<file path="src/rtl/usb_rport_pkg.sv">
package usb_rport_pkg;

    localparam int unsigned STAT_W  = 32;
    localparam int unsigned BIT_PRC = 20;
    localparam int unsigned BIT_OCC = 19;
    localparam int unsigned BIT_RSC = 18;
    localparam int unsigned BIT_ENC = 17;

    typedef enum logic [2:0] {
        PH_IDLE,
        PH_RESET,
        PH_RESUME,
        PH_EOP,
        PH_RESYNC
    } phase_e;

    typedef struct packed {
        logic rst_done;
        logic rsm_done;
        logic oc_chg;
        logic en_loss;
    } chg_ev_t;

    typedef struct packed {
        logic prc;
        logic occ;
        logic rsc;
        logic enc;
    } chg_flags_t;

    function automatic int unsigned umax(int unsigned a, int unsigned b);
        return (a > b) ? a : b;
    endfunction

    function automatic logic [STAT_W-1:0] pack_status(chg_flags_t f);
        logic [STAT_W-1:0] w;
        w          = '0;
        w[BIT_PRC] = f.prc;
        w[BIT_OCC] = f.occ;
        w[BIT_RSC] = f.rsc;
        w[BIT_ENC] = f.enc;
        return w;
    endfunction

endpackage

</file>
<file path="src/rtl/usb_rport_timer.sv">
module usb_rport_timer #(
    parameter int unsigned MS_DIV  = 48000,
    parameter int unsigned EOP_CLK = 64,
    parameter int unsigned MS_W    = 5
) (
    input  logic            clk,
    input  logic            rst,
    input  logic            run,
    input  logic            restart,
    input  logic            eop_mode,
    input  logic [MS_W-1:0] len_ms,
    output logic            last
);
    import usb_rport_pkg::*;

    localparam int unsigned SUB_MAX = umax(MS_DIV, EOP_CLK);
    localparam int unsigned SUB_W   = $clog2(SUB_MAX + 1);

    logic [SUB_W-1:0] sub_q;
    logic [MS_W-1:0]  ms_q;
    logic             sub_end;
    logic             ms_end;

    always_comb begin
        sub_end = eop_mode ? (sub_q == SUB_W'(EOP_CLK - 1))
                           : (sub_q == SUB_W'(MS_DIV - 1));
        ms_end  = (ms_q == (len_ms - MS_W'(1)));
    end

    assign last = run && sub_end && (eop_mode || ms_end);

    always_ff @(posedge clk) begin
        if (rst || restart || !run) begin
            sub_q <= '0;
            ms_q  <= '0;
        end else if (sub_end) begin
            sub_q <= '0;
            ms_q  <= ms_q + MS_W'(1);
        end else begin
            sub_q <= sub_q + SUB_W'(1);
        end
    end

endmodule

</file>
<file path="src/rtl/usb_rport_seq.sv">
module usb_rport_seq #(
    parameter int unsigned MS_DIV     = 48000,
    parameter int unsigned LS_BIT_DIV = 32,
    parameter int unsigned RST_MS     = 10,
    parameter int unsigned RSM_MS     = 20,
    parameter int unsigned RSYNC_MS   = 3
) (
    input  logic clk,
    input  logic rst,
    input  logic reset_req,
    input  logic resume_req,
    output logic drv_reset,
    output logic drv_resume,
    output logic drv_ls_eop,
    output logic rst_done,
    output logic rsm_done
);
    import usb_rport_pkg::*;

    localparam int unsigned EOP_CLK = 2 * LS_BIT_DIV;
    localparam int unsigned MS_MAX  = umax(RST_MS, umax(RSM_MS, RSYNC_MS));
    localparam int unsigned MS_W    = $clog2(MS_MAX + 1);

    phase_e          st_q;
    phase_e          st_n;
    logic            restart;
    logic            last;
    logic [MS_W-1:0] len_ms;

    always_comb begin
        case (st_q)
            PH_RESET:  len_ms = MS_W'(RST_MS);
            PH_RESUME: len_ms = MS_W'(RSM_MS);
            PH_RESYNC: len_ms = MS_W'(RSYNC_MS);
            default:   len_ms = MS_W'(1);
        endcase
    end

    usb_rport_timer #(
        .MS_DIV (MS_DIV),
        .EOP_CLK(EOP_CLK),
        .MS_W   (MS_W)
    ) u_timer (
        .clk     (clk),
        .rst     (rst),
        .run     (st_q != PH_IDLE),
        .restart (restart),
        .eop_mode(st_q == PH_EOP),
        .len_ms  (len_ms),
        .last    (last)
    );

    always_comb begin
        st_n    = st_q;
        restart = 1'b0;
        case (st_q)
            PH_IDLE: begin
                if (reset_req) begin
                    st_n    = PH_RESET;
                    restart = 1'b1;
                end else if (resume_req) begin
                    st_n    = PH_RESUME;
                    restart = 1'b1;
                end
            end
            PH_RESET: begin
                if (last) begin
                    st_n = PH_IDLE;
                end
            end
            PH_RESUME, PH_EOP, PH_RESYNC: begin
                if (reset_req) begin
                    st_n    = PH_RESET;
                    restart = 1'b1;
                end else if (last) begin
                    restart = 1'b1;
                    case (st_q)
                        PH_RESUME: st_n = PH_EOP;
                        PH_EOP:    st_n = PH_RESYNC;
                        default:   st_n = PH_IDLE;
                    endcase
                end
            end
            default: st_n = PH_IDLE;
        endcase
    end

    always_ff @(posedge clk) begin
        if (rst) begin
            st_q     <= PH_IDLE;
            rst_done <= 1'b0;
            rsm_done <= 1'b0;
        end else begin
            st_q     <= st_n;
            rst_done <= (st_q == PH_RESET) && last;
            rsm_done <= (st_q == PH_RESYNC) && last && !reset_req;
        end
    end

    assign drv_reset  = (st_q == PH_RESET);
    assign drv_resume = (st_q == PH_RESUME);
    assign drv_ls_eop = (st_q == PH_EOP);

endmodule

</file>
<file path="src/rtl/usb_rport_evdet.sv">
module usb_rport_evdet (
    input  logic clk,
    input  logic rst,
    input  logic oc_ind,
    input  logic en_state,
    input  logic en_hw_cause,
    output logic oc_chg,
    output logic en_loss
);
    logic oc_q;
    logic en_q;
    logic rst_seen_q;

    always_ff @(posedge clk) begin
        oc_q       <= oc_ind;
        en_q       <= en_state;
        rst_seen_q <= rst;
    end

    assign oc_chg  = !rst_seen_q && (oc_q != oc_ind);
    assign en_loss = !rst_seen_q && en_q && !en_state && en_hw_cause;

endmodule

</file>
<file path="src/rtl/usb_rport_flags.sv">
module usb_rport_flags #(
    parameter int unsigned ADDR_W    = 8,
    parameter int unsigned PORT_ADDR = 8'h54
) (
    input  logic                                clk,
    input  logic                                rst,
    input  usb_rport_pkg::chg_ev_t              ev,
    input  logic                                wr_en,
    input  logic [ADDR_W-1:0]                   wr_addr,
    input  logic [usb_rport_pkg::STAT_W-1:0]    wr_data,
    output usb_rport_pkg::chg_flags_t           flags
);
    import usb_rport_pkg::*;

    logic       hit;
    chg_flags_t clr;
    chg_flags_t nxt;
    logic       unused_wr_bits;

    assign hit = wr_en && (wr_addr == ADDR_W'(PORT_ADDR));
    assign unused_wr_bits = ^{wr_data[STAT_W-1:BIT_PRC+1], wr_data[BIT_ENC-1:0]};

    always_comb begin
        clr.prc = hit && wr_data[BIT_PRC];
        clr.occ = hit && wr_data[BIT_OCC];
        clr.rsc = hit && wr_data[BIT_RSC];
        clr.enc = hit && wr_data[BIT_ENC];

        nxt.prc = ev.rst_done | (flags.prc & ~clr.prc);
        nxt.occ = ev.oc_chg   | (flags.occ & ~clr.occ);
        nxt.enc = ev.en_loss  | (flags.enc & ~clr.enc);
        if (ev.rst_done) begin
            nxt.rsc = 1'b0;
        end else begin
            nxt.rsc = ev.rsm_done | (flags.rsc & ~clr.rsc);
        end
    end

    always_ff @(posedge clk) begin
        if (rst) begin
            flags <= '0;
        end else begin
            flags <= nxt;
        end
    end

endmodule

</file>
<file path="src/rtl/usb_rport_chg.sv">
module usb_rport_chg #(
    parameter int unsigned NPORT       = 2,
    parameter int unsigned ADDR_W      = 8,
    parameter int unsigned PORT_BASE   = 8'h54,
    parameter int unsigned PORT_STRIDE = 4,
    parameter int unsigned MS_DIV      = 48000,
    parameter int unsigned LS_BIT_DIV  = 32,
    parameter int unsigned RST_MS      = 10,
    parameter int unsigned RSM_MS      = 20,
    parameter int unsigned RSYNC_MS    = 3
) (
    input  logic                    clk,
    input  logic                    rst,
    input  logic [NPORT-1:0]        reset_req,
    input  logic [NPORT-1:0]        resume_req,
    input  logic [NPORT-1:0]        oc_ind,
    input  logic [NPORT-1:0]        en_state,
    input  logic [NPORT-1:0]        en_hw_cause,
    input  logic                    wr_en,
    input  logic [ADDR_W-1:0]       wr_addr,
    input  logic [31:0]             wr_data,
    output logic [NPORT-1:0][31:0]  status_o,
    output logic [NPORT-1:0]        drv_reset,
    output logic [NPORT-1:0]        drv_resume,
    output logic [NPORT-1:0]        drv_ls_eop
);
    import usb_rport_pkg::*;

    for (genvar i = 0; i < NPORT; i++) begin : g_port
        localparam int unsigned P_ADDR = PORT_BASE + i * PORT_STRIDE;

        chg_ev_t    ev;
        chg_flags_t flags;

        usb_rport_seq #(
            .MS_DIV    (MS_DIV),
            .LS_BIT_DIV(LS_BIT_DIV),
            .RST_MS    (RST_MS),
            .RSM_MS    (RSM_MS),
            .RSYNC_MS  (RSYNC_MS)
        ) u_seq (
            .clk       (clk),
            .rst       (rst),
            .reset_req (reset_req[i]),
            .resume_req(resume_req[i]),
            .drv_reset (drv_reset[i]),
            .drv_resume(drv_resume[i]),
            .drv_ls_eop(drv_ls_eop[i]),
            .rst_done  (ev.rst_done),
            .rsm_done  (ev.rsm_done)
        );

        usb_rport_evdet u_evdet (
            .clk        (clk),
            .rst        (rst),
            .oc_ind     (oc_ind[i]),
            .en_state   (en_state[i]),
            .en_hw_cause(en_hw_cause[i]),
            .oc_chg     (ev.oc_chg),
            .en_loss    (ev.en_loss)
        );

        usb_rport_flags #(
            .ADDR_W   (ADDR_W),
            .PORT_ADDR(P_ADDR)
        ) u_flags (
            .clk    (clk),
            .rst    (rst),
            .ev     (ev),
            .wr_en  (wr_en),
            .wr_addr(wr_addr),
            .wr_data(wr_data),
            .flags  (flags)
        );

        assign status_o[i] = pack_status(flags);
    end

endmodule

</file>
<file path="config.mk">
export PLATFORM = sky130hd
export DESIGN_NAME = usb_rport_chg
export DESIGN_NICKNAME = d
export VERILOG_FILES = /design/src/rtl/usb_rport_pkg.sv /design/src/rtl/usb_rport_timer.sv /design/src/rtl/usb_rport_seq.sv /design/src/rtl/usb_rport_evdet.sv /design/src/rtl/usb_rport_flags.sv /design/src/rtl/usb_rport_chg.sv
export SDC_FILE = /design/constraint.sdc
export NUM_CORES = 1
export LEC_CHECK = 0
export BUFFER_PORTS_ARGS = -buffer_cell sky130_fd_sc_hd__buf_2
export CAP_MARGIN = 20
export CORE_MARGIN = 3
export CORE_UTILIZATION = 50
export DETAILED_ROUTE_END_ITERATION = 6
export PLACE_DENSITY_LB_ADDON = 0.3
export SLEW_MARGIN = 25
export SYNTH_ARGS = -nofsm -noshare
export SYNTH_HDL_FRONTEND = slang
export SYNTH_SLANG_ARGS = --single-unit
</file>
<file path="constraint.sdc">
create_clock -name clk -period 3.9 [get_ports clk]
set_input_delay 0.585 -clock clk [delete_from_list [all_inputs] [get_ports clk]]
set_output_delay 0.585 -clock clk [all_outputs]
set_load 0.005 [all_outputs]
</file>
# Yosys cells after proc, flatten, opt, wreduce, memory -nomap -nowiden
# Index checks and enable logic that the tools add are counted.
[totals]
out_inout_bits = 70
elab_cells = 158
input_bits = 53
regBits = 65
[classes]
n_reduce_logical = 53
mux = 28
n_eq_ne = 24
addsub = 6
bitwise_logic = 24
[op_table]
columns = ["cell", "count"]
rows = [
  ["16-bit by 1-bit adder with 16-bit output, second input constant", 2],
  ["16-bit equality test, second input constant", 2],
  ["16-bit by 6-bit equality test with 1-bit output, second input constant", 2],
  ["3-bit two-way mux", 10],
  ["5-bit case mux with 3 select lines", 2],
  ["1-bit logical AND", 28],
  ["3-bit case mux with 3 select lines", 2],
  ["8-bit by 7-bit equality test with 1-bit output, second input constant", 2],
  ["3-bit by 2-bit equality test with 1-bit output, second input constant", 4],
  ["3-bit case mux with 2 select lines", 2],
  ["5-bit by 1-bit adder with 5-bit output, second input constant", 2],
  ["5-bit equality test", 2],
  ["1-bit two-way mux", 10],
  ["5-bit by 1-bit subtractor with 5-bit output, second input constant", 2],
  ["1-bit AND", 8],
  ["1-bit NOT", 8],
  ["1-bit bitwise OR", 8],
  ["2-bit OR reduction", 4],
  ["1-bit zero test", 7],
  ["3-bit by 1-bit equality test with 1-bit output, second input constant", 2],
  ["3-bit equality test, second input constant", 2],
  ["3-bit zero test", 2],
  ["1-bit logical OR", 6],
  ["3-bit by 2-bit != test with 1-bit output, second input constant", 2],
  ["7 further kinds", 14],
]

# Depth between registers and ports, before layout
[logic_depth]
word_depth = 12
mapped_depth = 10
ltp_nobuf = 9

# Hierarchy
# A second synthesis with hierarchy kept.
[unflattened]
hier_cells = 423
hier_area_um2 = 3812.4
[by_module_without_submodules]
columns = ["mod", "area_per_inst_um2", "cells_per_inst", "n_inst"]
rows = [
  ["usb_rport_timer", 1046.0, 121, 2],
  ["usb_rport_seq", 357.8, 37, 2],
  ["usb_rport_chg", 424.2, 57, 1],
  ["usb_rport_flags", 205.2, 19, 2],
  ["usb_rport_evdet", 85.1, 6, 2],
]

# Worst setup path after synthesis
# Ideal clock, no wire load.
[synth_timing]
kind = "register to register"
start = "reg g_port[0].u_seq.st_q[0]"
end = "reg g_port[0].u_seq.st_q[1]"
required_time_ps = 3829
period_less_slack_ps = 2758
setup_ps = 71
slack_ps = 1142
path_stages_with_launch = 11
t_arrival_ps = 2688
cell_sequence = "dfxtp_1 -> buf_2 -> nor3b_1 -> or2_2 -> ha_1 -> xor2_1 -> or3_1 -> a2111oi_2 -> o22ai_1 -> or4_1 -> a21oi_1"
[synth_via]
elab_chain_len = 8
word_cells_on_any_way = 22
cone_classes = "add/sub: 1; eq/ne: 8; mux: 6; reduce/logical: 7"
[synth_rtl]
columns = ["item", "line", "source"]
rows = [
  ["from (decl)", "usb_rport_seq.sv:24", "phase_e st_q;"],
  ["from (signal assigned)", "usb_rport_seq.sv:94", "st_q <= st_n;"],
  ["3-bit by 1-bit equality test with 1-bit output (*)", "-", ""],
  ["via g_port[0].u_seq.drv_reset", "usb_rport_seq.sv:12", "output logic drv_reset,"],
  ["5-bit case mux with 3 select lines", "usb_rport_seq.sv:31", "case (st_q)"],
  ["5-bit by 1-bit subtractor with 5-bit output", "usb_rport_timer.sv:27", "ms_end = (ms_q == (len_ms - MS_W'(1)));"],
  ["5-bit equality test", "usb_rport_timer.sv:27", ""],
  ["1-bit logical OR", "usb_rport_timer.sv:30", "assign last = run && sub_end && (eop_mode || ms_end);"],
  ["1-bit logical AND", "usb_rport_timer.sv:30", ""],
  ["3-bit by 2-bit != test with 1-bit output (no line) or 2-bit != test (tied branches)", "-", ""],
  ["3-bit AND reduction (no line)", "-", ""],
]
# Mark *: on every way through the listed nets, which the timed path passes. The rest lies on a longest branch. The select of a mux whose other input is x is not followed.
# A chain may end at the register's enable or synchronous reset.

# Worst setup path in the final report
[layout_timing]
start = "reg g_port[0].u_seq.st_q[2]"
end = "reg g_port[0].u_seq.u_timer.ms_q[1]"
[layout_via]
elab_chain_len = 11
word_cells_on_any_way = 20
cone_classes = "add/sub: 1; eq/ne: 5; mux: 5; reduce/logical: 9"
[layout_rtl]
columns = ["item", "line", "source"]
rows = [
  ["3-bit equality test, or another cell as far along", "usb_rport_seq.sv:31, usb_rport_seq.sv:56", ""],
  ["5-bit case mux with 3 select lines", "usb_rport_seq.sv:31", ""],
  ["5-bit by 1-bit subtractor with 5-bit output", "usb_rport_timer.sv:27", ""],
  ["5-bit equality test", "usb_rport_timer.sv:27", ""],
  ["1-bit logical OR", "usb_rport_timer.sv:30", ""],
  ["1-bit logical AND", "usb_rport_timer.sv:30", ""],
  ["1-bit two-way mux", "usb_rport_seq.sv:75", "end else if (last) begin"],
  ["1-bit two-way mux", "usb_rport_seq.sv:72", "if (reset_req) begin"],
  ["1-bit case mux with 2 select lines", "usb_rport_seq.sv:56", "case (st_q)"],
  ["1-bit logical OR (2 in a row)", "usb_rport_timer.sv:33", "if (rst || restart || !run) begin"],
  ["to (signal assigned)", "usb_rport_timer.sv:38", "ms_q <= ms_q + MS_W'(1);"],
  ["to (decl)", "usb_rport_timer.sv:20", "logic [MS_W-1:0] ms_q;"],
]
# Parallel ways exist; a longest one is shown, timed or not.

==> flow_metrics.tcl <==
set metrics [dict create \
    synth-edff-count 0 \
    min-delay-path-class "primary input to register" \
    cts_setup_buffers 0 \
    critPathMaxFanout 16 \
    post-route-min-period_ps 3140 \
    setup_viol 0 \
    cp_num_buf_inv 0 \
    synth.distinct_cells 45 \
    synth_warnings 0 \
    post-route-cell-area_mm2 0.00370 \
    finalWirelength_um 6010 \
    maxSlewViolCount 0 \
    antenna_found_initial 0 \
    synthCells 423 \
    port_buffers 38 \
    crit_chain "nor3b_1 > or2_2 > ha_1 > xor2_1 > or3_1 > a2111oi_2 > o21ai_0 > a31oi_1 > nor2_1" \
    numClockSinks 65 \
    cts_tree "done" \
    synth.largest_area_cell "dfxtp_1" \
    area_growth_pct 4.42 \
    rsz0062_at_grt "no" \
    mappedNetlistArea_mm2 0.00354 \
    required_ps 4120 \
    dieWidth_um 90.2 \
    crit_path_max_incr_delay_ps 620 \
    holdWs_ps 360 \
    core_mm2 0.00683 \
    first_iter_violations 86 \
    skew_ps 9.40 \
    crit_path_end_kind "register" \
    criticalPathCategory "register to register" \
    cpMaxStageDelayCell "dfxtp_1" \
    first_global_vias 2410 \
    post_drt_wl_per_cell_um 10.9 \
    grt_overflow 0 \
    met2_usage_pct 24.8 \
    synth_xor_area_share_pct 12.1 \
    cp_top_family "compound AO/OA/AOI/OAI gates" \
    clk_latency_ps 340 \
    nets 509 \
    worst_setup_path_start_kind "register" \
    synth_top_area_share_pct 36.7 \
    drv_cap 0 \
    io_pins 123 \
    synthMuxAreaShare_pct 1.13 \
    ys_seq_elements 65 \
    synth_top_flop_cell "dfxtp_1" \
    arrival_ps 3350 \
    die_area_mm2 0.00813 \
    cts_buffers 9 \
    rows 30 \
    synth_commonest_cells "65 x dfxtp_1, 65 x nor2_1, 64 x buf_4" \
    ir_worst_vdd_uv 179 \
    drive_gt1_share_pct 12.5 \
    final-hold-violation-count 0 \
    grt-busiest-layer "met2" \
    final_antenna_net_count 0 \
    syn_area_per_cell_um2 8.37 \
    synthAdderAreaFrac_pct 2.12 \
    async_reset_ff_share_pct 0 \
    power_uw 1600 \
    post_cts_resized 0 \
    period_share_pct 80.4 \
    die_height_um 90.2 \
    met3_usage_pct 4.02 \
    timing.fmax_mhz 319 \
    drc 0 \
    final.setup.tns_ps 0 \
    hpwlAfterDp_um 4420 \
    grt_use_met1_pct 19.3 \
    synth-simple-area-share_pct 24.5 \
    synth_top_family_by_area "simple AND/OR/NAND/NOR gates" \
    worst_slew_pin_slew_ps 592 \
    start_util_pct 51.8 \
    root_buffer "clkbuf_8" \
    grt_max_degree 23 \
    gp_congestion 0.801 \
    path_clk_slew_ps 70 \
    r2r_slack_ps 760 \
    grtUsageTotal_pct 15.5 \
    ctsHtreeMaxLevel 3 \
    antenna_cells 0 \
    leakagePower_uw 0.00150 \
    power_density_mw_per_mm2 434 \
    synth_compound_area_share_pct 7.31 \
    vias_per_cell 4.80 \
    cts_buffer_depth 2 \
    synth_area_leaders "dfxtp_1 37%, buf_4 14%, xor2_1 6.9%" \
    vias 2645 \
    synth_seq_area_share_pct 36.7 \
    dr.pass1.iters 4 \
    cts_hold_buf 0 \
    grt_pass1_wl_um 10600 \
    relSlewSlack_pct 60.5 \
    outcome "finished clean" \
    place_area_mm2 0.00352 \
]
-- area by class of cell --
type / instances / area [um2]
fillers: 656 / 3130
multi-input cells: 328 / 1880
flip-flops and latches: 65 / 1300
repair buffers: 38 / 190
clock buffers: 14 / 163
well taps: 96 / 120
inverters: 8 / 30.0
clock inverters: 2 / 12.5
-- report_power, final --
group	switching (uW)	total [uW]	internal, uW
registers	45.0	731	686
clock network	244	509	265
logic	205	364	159
total	494	1600	1110
-- cell families (layout without fill, tap and decap cells) --
family | count (synthesis) | after routing
AOI/OAI and AO/OA | 41 | 41
other | 1 | 56
muxes | 4 | 4
adders and majority gates | 6 | 6
and+or+nand+nor | 172 | 172
DFF | 65 | 65
buffers and inverters | 85 | 62
xor gates and xnor gates | 49 | 49
-- metal layers --
metal,vias up,routed length (um)
met2,78,2690
met3,9,367
met4,0,130
met1,1204,2820
met5,-,0
li1,1354,-
-- sequential cells by signal, indices dropped and copies added, names as in the netlist --
signal and flops:
g_port.u_evdet.en_q 2, g_port.u_evdet.oc_q 2, g_port.u_evdet.rst_seen_q 1, g_port.u_flags.flags 8, g_port.u_seq.rsm_done 2, g_port.u_seq.rst_done 2, g_port.u_seq.st_q 6, g_port.u_seq.u_timer.ms_q 10
g_port.u_seq.u_timer.sub_q 32
-- layout by cell type, fill, tap and decap left out, types with 2 or more instances in the layout --
| master | instances |
|---|---|
| nor3b_1 | 7 |
| clkbuf_8 | 11 |
| a211oi_1 | 4 |
| nor4_1 | 5 |
| ha_1 | 6 |
| mux2i_1 | 4 |
| a31oi_1 | 2 |
| a21o_1 | 2 |
| nor4bb_1 | 3 |
| and4_1 | 3 |
| nand3_1 | 24 |
| and2_1 | 3 |
| inv_1 | 8 |
| and3_1 | 7 |
| a21oi_1 | 18 |
| nand3b_1 | 2 |
| nand4_1 | 6 |
| clkbuf_1 | 3 |
| o21ai_0 | 7 |
| dfxtp_1 | 65 |
| nor3_1 | 8 |
| buf_2 | 38 |
| or3_1 | 6 |
| nand2b_1 | 4 |
| conb_1 | 56 |
| xor2_1 | 28 |
| xnor2_1 | 21 |
| nand2_1 | 22 |
| nor2_1 | 65 |
-- metrics by stage --
| step | std cells | setup slack (ps) | utilization (%) |
|---|---|---|---|
| global placement | 535 | 812 | 51.6 |
| floorplan | 478 | 1140 | - |
| CTS | 551 | 723 | 54.1 |
| detailed placement | 535 | 751 | 51.6 |
| global route | 551 | 452 | 54.1 |
| finish | 551 | 764 | 54.1 |
-- worst paths after layout --
| path | depth (start not counted) | to | startpoint |
|---|---|---|---|
| hold reg to reg | 1 | g_port[1].u_flags.flags[1] | g_port[1].u_seq.rst_done |
| setup reg to reg | 9 | g_port[0].u_seq.u_timer.ms_q[1] | g_port[0].u_seq.st_q[2] |
| hold / removal | 1 | g_port[1].u_evdet.en_q | en_state[1] |
| setup / recovery | 9 | g_port[0].u_seq.u_timer.ms_q[1] | g_port[0].u_seq.st_q[2] |
Note: power is estimated with default switching activity, not from simulation.
